## src/rtl/pwcap_pkg.sv

```systemverilog
package pwcap_pkg;
  typedef enum logic {
    MEAS_HIGH = 1'b0,
    MEAS_LOW  = 1'b1
  } pw_level_e;

  typedef struct packed {
    logic stop;
    logic start;
  } pw_trig_t;
endpackage

```

## src/rtl/pwcap_insync.sv

```systemverilog
module pwcap_insync #(
  parameter int SYNC_STAGES = 2,
  parameter int FILT_LEN    = 2
) (
  input  logic clk,
  input  logic rst,
  input  logic din,
  input  logic filt_en,
  output logic dout
);
  logic [SYNC_STAGES-1:0] sync_q;
  logic [FILT_LEN-1:0]    hist_q;

  for (genvar i = 0; i < SYNC_STAGES; i++) begin : g_sync
    always_ff @(posedge clk) begin
      if (rst) sync_q[i] <= 1'b0;
      else     sync_q[i] <= (i == 0) ? din : sync_q[(i == 0) ? 0 : i-1];
    end
  end

  wire s_lvl = sync_q[SYNC_STAGES-1];

  always_ff @(posedge clk) begin
    if (rst) begin
      hist_q <= '0;
      dout   <= 1'b0;
    end else begin
      hist_q <= {hist_q[FILT_LEN-2:0], s_lvl};
      if (!filt_en)             dout <= s_lvl;
      else if (hist_q == '1)    dout <= 1'b1;
      else if (hist_q == '0)    dout <= 1'b0;
    end
  end
endmodule

```

## src/rtl/pwcap_edge.sv

```systemverilog
module pwcap_edge
  import pwcap_pkg::*;
(
  input  logic      clk,
  input  logic      rst,
  input  logic      lvl,
  input  pw_level_e sel,
  output logic      start_ev,
  output logic      cap_ev
);
  logic lvl_d;

  always_ff @(posedge clk) begin
    if (rst) lvl_d <= 1'b0;
    else     lvl_d <= lvl;
  end

  wire rise = lvl & ~lvl_d;
  wire fall = ~lvl & lvl_d;

  always_comb begin
    if (sel == MEAS_LOW) begin
      start_ev = fall;
      cap_ev   = rise;
    end else begin
      start_ev = rise;
      cap_ev   = fall;
    end
  end
endmodule

```

## src/rtl/pwcap_ctrl.sv

```systemverilog
module pwcap_ctrl
  import pwcap_pkg::*;
(
  input  logic      clk,
  input  logic      rst,
  input  logic      we,
  input  pw_trig_t  trig,
  input  logic      cfg_level,
  input  logic      cfg_filt,
  output logic      en,
  output logic      arm,
  output pw_trig_t  trig_q,
  output pw_level_e level_q,
  output logic      filt_q
);
  assign arm = we & trig.start & ~trig.stop;

  always_ff @(posedge clk) begin
    if (rst) begin
      en      <= 1'b0;
      trig_q  <= '0;
      level_q <= MEAS_HIGH;
      filt_q  <= 1'b0;
    end else begin
      trig_q <= we ? trig : '0;
      if (we) begin
        if (trig.stop)       en <= 1'b0;
        else if (trig.start) en <= 1'b1;
        if (!en) begin
          level_q <= pw_level_e'(cfg_level);
          filt_q  <= cfg_filt;
        end
      end
    end
  end
endmodule

```

## src/rtl/pwcap_meas.sv

```systemverilog
module pwcap_meas #(
  parameter int CNT_W = 16
) (
  input  logic             clk,
  input  logic             rst,
  input  logic             en,
  input  logic             arm,
  input  logic             tick,
  input  logic             start_ev,
  input  logic             cap_ev,
  output logic [CNT_W-1:0] count,
  output logic [CNT_W-1:0] capture,
  output logic             ovf,
  output logic             irq
);
  logic meas_q;
  logic wrap_q;

  wire [CNT_W-1:0] nxt   = count + CNT_W'(tick);
  wire             carry = tick & (count == '1);

  always_ff @(posedge clk) begin
    if (rst) begin
      meas_q  <= 1'b0;
      wrap_q  <= 1'b0;
      count   <= '0;
      capture <= '0;
      ovf     <= 1'b0;
      irq     <= 1'b0;
    end else begin
      irq <= 1'b0;
      if (!en || arm) begin
        meas_q <= 1'b0;
      end else if (!meas_q) begin
        if (start_ev) begin
          count  <= '0;
          wrap_q <= 1'b0;
          meas_q <= 1'b1;
        end
      end else if (cap_ev) begin
        count   <= nxt;
        capture <= nxt;
        ovf     <= wrap_q | carry;
        irq     <= 1'b1;
        meas_q  <= 1'b0;
      end else begin
        count  <= nxt;
        wrap_q <= wrap_q | carry;
      end
    end
  end
endmodule

```

## src/rtl/pwcap_timer.sv

```systemverilog
module pwcap_timer
  import pwcap_pkg::*;
#(
  parameter int CNT_W       = 16,
  parameter int SYNC_STAGES = 2,
  parameter int FILT_LEN    = 2
) (
  input  logic             clk,
  input  logic             rst,
  input  logic             tick_en,
  input  logic             sig_in,
  input  logic             cmd_we,
  input  logic             cmd_start,
  input  logic             cmd_stop,
  input  logic             cfg_level,
  input  logic             cfg_filt,
  output logic             enabled,
  output logic [1:0]       trig_rb,
  output logic             level_q,
  output logic             filt_q,
  output logic [CNT_W-1:0] count,
  output logic [CNT_W-1:0] capture,
  output logic             ovf,
  output logic             irq
);
  pw_trig_t  trig_in, trig_q;
  pw_level_e lvl_sel;
  logic      arm, filt_lvl, start_ev, cap_ev;

  assign trig_in = '{stop: cmd_stop, start: cmd_start};
  assign trig_rb = trig_q;
  assign level_q = lvl_sel;

  pwcap_ctrl u_ctrl (
    .clk(clk), .rst(rst), .we(cmd_we), .trig(trig_in),
    .cfg_level(cfg_level), .cfg_filt(cfg_filt),
    .en(enabled), .arm(arm), .trig_q(trig_q),
    .level_q(lvl_sel), .filt_q(filt_q)
  );

  pwcap_insync #(.SYNC_STAGES(SYNC_STAGES), .FILT_LEN(FILT_LEN)) u_insync (
    .clk(clk), .rst(rst), .din(sig_in), .filt_en(filt_q), .dout(filt_lvl)
  );

  pwcap_edge u_edge (
    .clk(clk), .rst(rst), .lvl(filt_lvl), .sel(lvl_sel),
    .start_ev(start_ev), .cap_ev(cap_ev)
  );

  pwcap_meas #(.CNT_W(CNT_W)) u_meas (
    .clk(clk), .rst(rst), .en(enabled), .arm(arm), .tick(tick_en),
    .start_ev(start_ev), .cap_ev(cap_ev),
    .count(count), .capture(capture), .ovf(ovf), .irq(irq)
  );
endmodule

```

## config.mk

```make
export PLATFORM = sky130hd
export DESIGN_NAME = pwcap_timer
export DESIGN_NICKNAME = d
export VERILOG_FILES = /design/src/rtl/pwcap_pkg.sv /design/src/rtl/pwcap_insync.sv /design/src/rtl/pwcap_edge.sv /design/src/rtl/pwcap_ctrl.sv /design/src/rtl/pwcap_meas.sv /design/src/rtl/pwcap_timer.sv
export SDC_FILE = /design/constraint.sdc
export NUM_CORES = 1
export LEC_CHECK = 0
export CAP_MARGIN = 0
export CELL_PAD_IN_SITES_DETAIL_PLACEMENT = 0
export CELL_PAD_IN_SITES_GLOBAL_PLACEMENT = 1
export CORE_MARGIN = 8
export CORE_UTILIZATION = 37
export CTS_CLUSTER_DIAMETER = 150
export DETAILED_ROUTE_END_ITERATION = 7
export HOLD_SLACK_MARGIN = 0.02
export MAX_ROUTING_LAYER = met4
export PLACE_DENSITY_LB_ADDON = 0.1
export SLEW_MARGIN = 30
export SYNTH_ARGS = -nofsm -noshare
export SYNTH_HDL_FRONTEND = slang
export SYNTH_SLANG_ARGS = --single-unit
```

## constraint.sdc

```tcl
create_clock -name clk -period 1.9 [get_ports clk]
set_input_delay 0.38 -clock clk [delete_from_list [all_inputs] [get_ports clk]]
set_output_delay 0.38 -clock clk [all_outputs]
set_load 0.01 [all_outputs]
```

Word level (Yosys, flattened, before mapping)
Index checks and enable logic that the tools add are counted.
{ "op_classes": {"add_sub_neg": 1, "n_eq_ne": 4, "n_mux": 16, "bitwise_logic": 13, "reduce_logical": 13} }
{ "ops": {"columns": ["op", "count"], "rows": [
  ["two-way mux 16 bit", 2],
  ["adder 16 x 1 -> 16 bit", 1],
  ["== test 16 bit, second input constant", 1],
  ["two-way mux 1 bit", 14],
  ["inverter 1 bit", 7],
  ["AND reduction 2 bit", 3],
  ["AND reduction 3 bit", 2],
  ["AND 1 bit", 5],
  ["nonzero test 2 bit", 2],
  ["OR reduction 2 bit", 2],
  ["!= test 3 x 1 -> 1 bit, second input constant", 1],
  ["OR reduction 3 bit", 1],
  ["== test 2 bit, second input constant", 1],
  ["zero test 2 bit", 1],
  ["!= test 2 bit, second input constant", 1],
  ["zero test 1 bit", 1],
  ["logical OR 1 bit", 1],
  ["OR 1 bit", 1]
]} }
{ "word_totals": {"register_bits": 47, "out_inout_bits": 39} }

Logic depth before layout (Yosys ltp)
Gate-level depths: netlist of the first run.
{ "depth": {"word_depth": 5, "depth_mapped": 6} }

Hierarchy
A second synthesis of the first run with hierarchy kept.
{ "unflattened": {"hier_cells": 244, "hier_area_um2": 2159.6} }
{ "by_module_without_submodules": {"columns": ["module", "n_inst", "cells_each", "area_each_um2"], "rows": [
  ["pwcap_meas", 1, 206, 1766.7],
  ["pwcap_ctrl", 1, 19, 187.7],
  ["pwcap_insync", 1, 13, 146.4],
  ["pwcap_edge", 1, 6, 58.8]
]} }

Worst setup path before layout of the first run
OpenSTA, ideal clock, no wires.
{ "synth_path": {"kind": "register to register", "start": "reg u_meas.count[6]", "end": "reg u_meas.count[12]", "setup_time_ps": 120, "t_arrival_ps": 1668, "required_ps": 1780, "slack_ps": 113, "stages_incl_launch_ff": 6, "path_cell_list": "dfxtp_1 -> buf_2 -> nand4_2 -> or4_4 -> and3_1 -> a211o_1"} }
{ "synth_via": {"elab_chain_len": 2} }
{ "synth_lines": {"columns": ["item", "line", "rtl"], "rows": [
  ["from (decl)", "pwcap_meas.sv:11", "output logic [CNT_W-1:0] count,"],
  ["from (signal assigned)", "pwcap_meas.sv:41", "count <= nxt;"],
  ["from (signal assigned)", "pwcap_meas.sv:47", "count <= nxt;"],
  ["adder 16 x 1 -> 16 bit", "pwcap_meas.sv:19", "wire [CNT_W-1:0] nxt = count + CNT_W'(tick);"],
  ["two-way mux 16 bit", "pwcap_meas.sv:34", "end else if (!meas_q) begin"]
]} }
No other way between the ends.
A chain may end at the register's enable or synchronous reset.

Worst setup path in the final report of the first run
{ "layout_path": {"start": "in cmd_stop", "end": "reg u_meas.ovf"} }
{ "layout_via": {"elab_chain_len": 5} }
{ "layout_lines": {"columns": ["item", "line", "rtl"], "rows": [
  ["from (decl)", "pwcap_timer.sv:14", "input logic cmd_stop,"],
  ["inverter 1 bit", "pwcap_ctrl.sv:16", "assign arm = we & trig.start & ~trig.stop;"],
  ["AND 1 bit", "pwcap_ctrl.sv:16", null],
  ["logical OR 1 bit", "pwcap_meas.sv:32", "if (!en || arm) begin"],
  ["inverter 1 bit (no line)", null, null],
  ["AND reduction 3 bit (no line)", null, null],
  ["to (signal assigned)", "pwcap_meas.sv:43", "ovf <= wrap_q | carry;"],
  ["to (decl)", "pwcap_meas.sv:13", "output logic ovf,"]
]} }
No other way between the ends.

==> metrics.cfg, run 1 <==
[outcome]
status=finished, final reports clean

[worst_setup_path]
critPathKind=in -> reg
arrival_ns=2.02
worstPathRequired_ns=2.12
worst_setup_path_start_kind=input pin
cp_max_fo=9
cp-end-kind=flip-flop

[routing]
drt_pass1_iterations=4
wire_per_inst_um=14.6
avgViaCountPerCell=5.22
drt_iter0_drc=89
vias=2019
postRouteAntennaNets=0
routed_wl_mm=5.66
drc=0

[clock_tree]
post-cts-setup-buffers=0
cts_tree=built
clockRootBuffer=clkbuf_8
cts_sinks=47
cts_max_level=2
clk_path_buf_depth=2
cts_resized=1
cts_hold_buf=0
cts.clk_slew.worst_paths_ns=0.09
numCtsBuffers=5
clkLatencyLatePin_ns=0.30

[yosys]
synth_fa_ha_area_share_pct=1.14
ys.flop_type=dfxtp_1
synth_area_um2=2190
synth_compound_area_share_pct=17.8
synthSimpleGateAreaFrac_pct=25.5
synth_enable_flop_cells=0
yosysSeqAreaShare_pct=43.0
synth-warning-count=0
synthMuxAreaShare_pct=1.37
ys_ff_latch=47
synth_top_family_by_area=simple AND/OR/NAND/NOR gates
synthDistinctLibCells=46
synthCells=241
synth_nets=252
syn_area_per_cell_um2=9.08
synthXorXnorAreaFrac_pct=6.01
async_reset_ff_share_pct=0

[die]
dieArea_um2=8630
ios=48
core-area_um2=5820
rows=28
chipHeight_um=92.9
initial_core_util_pct=37.6
die_w_um=92.9

[layout]
final_cell_mix=46 x clkdlybuf4s50_1, 45 x dfxtp_1, 36 x buf_4
area.growth.synth_to_final_pct=40.2
drive_gt1_share_pct=18.9
mostFrequentLayoutCell=clkdlybuf4s50_1
nets=322
diodes=0

[global_routing]
first_global_vias=1959
grt_pass1_wl_mm=9.39
grt_overflow=0
antenna_found_initial=0
track_usage_pct=13.7
grt_start_max_net_pins=28

[pwr]
leakage_nw=1.13
fin_total_pwr_w=0.00187
vdd_drop_max_mv=0.285
power.density_nw_per_um2=609

[timing]
finalSetupViolCount=0
post-route-min-period_ns=1.80
tightest_slew_ns=0.415
tns_ns=0
finalHoldViolCount=0
fmax_mhz=555
period_share_pct=94.9
finalMaxSlewViolations=0
fin_skew_ns=0.00768
worst_slew_margin_rel_pct=72.2
rsz0062_at_grt=false

[placement]
routabilityCongestion=0.818
portBuffers=47
dp_hpwl_mm=4.18

[min_path]
hp-class=reg -> reg

[job]
drv_cap=0

-- Yosys cell counts (3+ instances only) --
library cell / count / share of area, %
a211oi_1: 20 / 6.9
nand3_1: 11 / 2.5
nor2b_1: 8 / 2.3
a31oi_1: 4 / 1.1
xnor2_1: 5 / 2.0
nand2_1: 11 / 1.9
buf_2: 8 / 1.8
dfxtp_1: 47 / 43
mux2i_1: 3 / 1.4
nor4_1: 3 / 0.86
nor2_1: 30 / 5.1
xor2_1: 10 / 4.0
clkbuf_1: 7 / 1.2
nor3_1: 6 / 1.4
and3_1: 7 / 2.0
nor3b_1: 6 / 2.1
nand4_1: 8 / 2.3
a211o_1: 4 / 1.6
a21oi_1: 8 / 1.8
-- report_power, final --
group	internal (W)	switching (W)	leakage (nW)
Combinational	0.0000503	0.0000447	0.692
Sequential	0.000995	0.00000860	0.381
Clock	0.000426	0.000342	0.0612
-- stage by stage --
| stage | hold WS, ns | setup slack [ns] | area (um^2) | cells | utilization [%] |
|---|---|---|---|---|---|
| final | 0.456 | 0.0970 | 3070 | 387 | 52.7 |
| after global routing | 0.466 | 0.0126 | 3070 | 387 | 52.7 |
| after CTS | 0.460 | 0.0135 | 3060 | 387 | 52.5 |
| after detailed placement | 0.436 | -0.326 | 2930 | 379 | 50.4 |
| after global placement | 0.424 | -0.289 | 2930 | 379 | 50.4 |
| after floorplan | 0.414 | 0.113 | 2190 | 241 | - |
-- cell families after synthesis --
kind of cell	after synthesis
compound gates	50
mux	3
simple gates	102
flops	47
fa+ha+maj	2
buf+inv	22
xor+xnor	15
-- layer usage --
| metal | vias to the layer above | global-route usage [%] | part of all wire, % |
|---|---|---|---|
| met3 | 7 | 3.80 | 4.6 |
| met4 | 0 | 4.03 | 1.2 |
| met1 | 946 | 16.2 | 47 |
| met2 | 47 | 22.0 | 47 |
| li1 | 1019 | - | - |
| met5 | - | - | 0 |
-- path summary, 6_finish.rpt --
kind	startpoint	endpoint	slack, ns	cells past startpoint
worst max register to register	u_meas.count[5]	u_meas.count[12]	0.15	4
worst max-delay path	cmd_stop	u_meas.ovf	0.1	7
worst min register to register	u_insync.sync_q[0]	u_insync.s_lvl	0.46	1
worst min-delay path	u_insync.sync_q[0]	u_insync.s_lvl	0.46	1
-- registers in the layout, indices dropped and copies added, names as in the netlist, 2 cells and up --
| register | cells |
|---|---|
| u_ctrl.trig_q | 2 |
| u_meas.count | 16 |
| u_meas.capture | 16 |
| u_insync.hist_q | 2 |
-- critical path, stage by stage --
cell,delay [ns]
clkdlybuf4s50_1,0.48
and3b_1,0.24
buf_4,0.16
a211oi_4,0.26
buf_4,0.22
nor2_1,0.05
a311oi_1,0.22
-- layout make-up --
cell class | instances | area [um^2]
Multi-Input combinational cell | 172 | 1140
Tap cell | 75 | 93.8
Sequential cell | 47 | 943
Clock inverter | 2 | 35.0
Inverter | 1 | 3.75
Fill cell | 599 | 2750
Clock buffer | 6 | 82.6
Timing Repair Buffer | 84 | 763
No activity file was read; power rests on OpenSTA's default activity.
==> inputs of run 2 (changes only) <==
Settings changed: ABC_AREA set to 1, CORE_UTILIZATION 37 to 35, SETUP_SLACK_MARGIN set to 0.2.
==> run 2 against run 1 <==
Combinational power is 12% lower. Sequential power hardly changed. Non-clock buffer count is 26 lower.
==> metrics.cfg, run 2 <==
[pwr]
swShare_pct=20.9
pwr-share-seq_pct=54.2
vdd_drop_max_mv=0.350
leakage_nw=1.14
fin_total_pwr_w=0.00185
switchingPower_w=0.000387
p_int_w=0.00146
p_comb_share_pct=4.5
power.density_nw_per_um2=642
p_clk_share_pct=41.2

[routing]
drc=0
postRouteAntennaNets=0
routed_wl_mm=5.41
drt_iter0_drc=107
vias=1976
drt_pass1_iterations=4
avgViaCountPerCell=4.65
wire_per_inst_um=12.7

[yosys]
synth_nets=304
synth_area_um2=2110
synth_top_cell_by_area=dfxtp_1
synth-warning-count=0
synth_enable_flop_cells=0
yosysSeqAreaShare_pct=44.5
synthCells=293
ys.flop_type=dfxtp_1
async_reset_ff_share_pct=0
yosys-top-cells-area=dfxtp_1 45%, nand2_1 15%, a21oi_1 8.5%
ys_ff_latch=47
synth_common_cells=82 x nand2_1, 47 x dfxtp_1, 36 x a21oi_1, 26 x inv_1, 25 x nor2_1
synthDistinctLibCells=25
syn_area_per_cell_um2=7.21
synth.most_common_cell=nand2_1
synth_top_area_share_pct=44.5

[layout]
diodes=0
fin_cells=425
mostFrequentLayoutCell=nand2_1
area.growth.synth_to_final_pct=36.2
nets=360
final_cell_mix=82 x nand2_1, 45 x clkdlybuf4s50_1, 36 x a21oi_1
drive_gt1_share_pct=14.6
fin_area_um2=2880
largestRegisters=u_meas.capture: 16 flops, u_meas.count: 16 flops

[timing]
period_share_pct=87.4
finalHoldViolCount=0
tightest_slew_ns=0.326
finalSetupViolCount=0
worst_slew_margin_rel_pct=78.3
finalMaxSlewViolations=0
post-route-min-period_ns=1.66
fmax_mhz=602
fin_skew_ns=0.00431
rsz0062_at_grt=false

[global_routing]
first_global_vias=1916
track_usage_pct=13.5
grt_start_max_net_pins=29
grt_overflow=0
antenna_found_initial=0
grt_pass1_wl_mm=9.31

[clock_tree]
cts_sinks=47
cts_max_level=2
cts_tree=built
cts_hold_buf=0
cts.clk_slew.worst_paths_ns=0.09
clk_path_buf_depth=2
clkLatencyLatePin_ns=0.30
numCtsBuffers=5
clockRootBuffer=clkbuf_8

[worst_setup_path]
max_stage_delay_ns=0.57
r2r_cells=8
crit_family=buffers and inverters
cp_max_fo=5
crit_slowest_cell=clkdlybuf4s50_1
arrival_ns=1.28
path_depth=1
worstPathRequired_ns=1.52
path_buf_inv=1
crit_chain=clkdlybuf4s50_1
reg2reg_slack_ns=0.46
critPathKind=reg -> out
worst_setup_path_start_kind=flip-flop
cp-end-kind=output port

[job]
drv_cap=0

[die]
core-area_um2=5890
initial_core_util_pct=35.9
chipHeight_um=93.7
rows=28
ios=48
dieArea_um2=8780
die_w_um=93.7

[placement]
dp_hpwl_mm=3.91
portBuffers=47
place_area_um2=2730
routabilityCongestion=0.764
dp.cells=417

[outcome]
status=finished, final reports clean

[min_path]
hp-class=reg -> reg
hold_depth=2

[run 2: changes by cell type in the layout (fill, tap and decap cells not counted), sizes merged, moves of 7 or more]
cell / delta
a21oi: +29
nor3b: -7
nor2b: -8
and3: -8
nand4: -7
nand3: +11
inv: +27
buf: -26
o21ai: +12
nand2: +79
a211oi: -22
[run 2: power by group through the flow]
stage,clock network (W),registers (W),logic (W)
2_1_floorplan,0,0.00103,0.0000355
3_3_place_gp,0,0.00102,0.0000844
3_5_place_dp,0,0.00103,0.0000850
4_1_cts,0.000794,0.00100,0.0000853
5_1_grt,0.000835,0.00100,0.0000942
6_report,0.000761,0.00100,0.0000836
[run 2: final cells by class]
cell class | instances | area, um^2
fill | 629 | 3010
multi-input combinational | 209 | 1020
sequential | 47 | 958
timing repair buffer | 58 | 583
inverter | 28 | 105
tap | 75 | 93.8
clock buffer | 6 | 82.6
clock inverter | 2 | 35.0
[run 2: worst paths after layout]
path,from,end
worst max register to register,u_meas.count[0],u_meas.capture[11]
worst min-delay path,u_insync.sync_q[0],u_insync.s_lvl
worst min register to register,u_insync.sync_q[0],u_insync.s_lvl
worst max-delay path,u_meas.count[8],count[8]
[run 2: repair_timing]
item,in CTS,in global routing
setup buffers,0,0
pin swaps,0,2
gates resized for setup,10,9
setup endpoints to repair,10,19
[run 2: per-layer routing]
layer	routed length (um)	track usage (%)	part of all wire, %	up-vias
met1	2680	17.3	50	884
met5	0	-	0	-
met2	2390	20.5	44	40
li1	-	-	-	1045
met4	63	4.36	1.2	0
met3	276	3.28	5.1	7
[run 2: tightest hold or removal path: cells and delay by family, from the launching register on]
kind / cells / cell delay, ns
simple gates: 1 / 0.03
flops: 1 / 0.31
buf+inv: 1 / 0.04
[run 2: through the flow]
stage / TNS, ns / worst slack [ns] / util, % / hold WS (ns)
floorplan: 0 / 0.503 / - / 0.388
global placement: -0.371 / -0.0611 / 46.3 / 0.392
detailed placement: -0.778 / -0.0986 / 46.3 / 0.398
CTS: 0 / 0.206 / 48.5 / 0.411
global route: 0 / 0.202 / 48.9 / 0.451
finish: 0 / 0.239 / 48.9 / 0.410
[run 2: logic make-up after synthesis]
group           synth area share [%]
fa+ha+maj                       1.18
xor+xnor                        3.32
simple gates                    30.0
compound gates                  13.1
flops                           44.5
buf+inv                         7.81
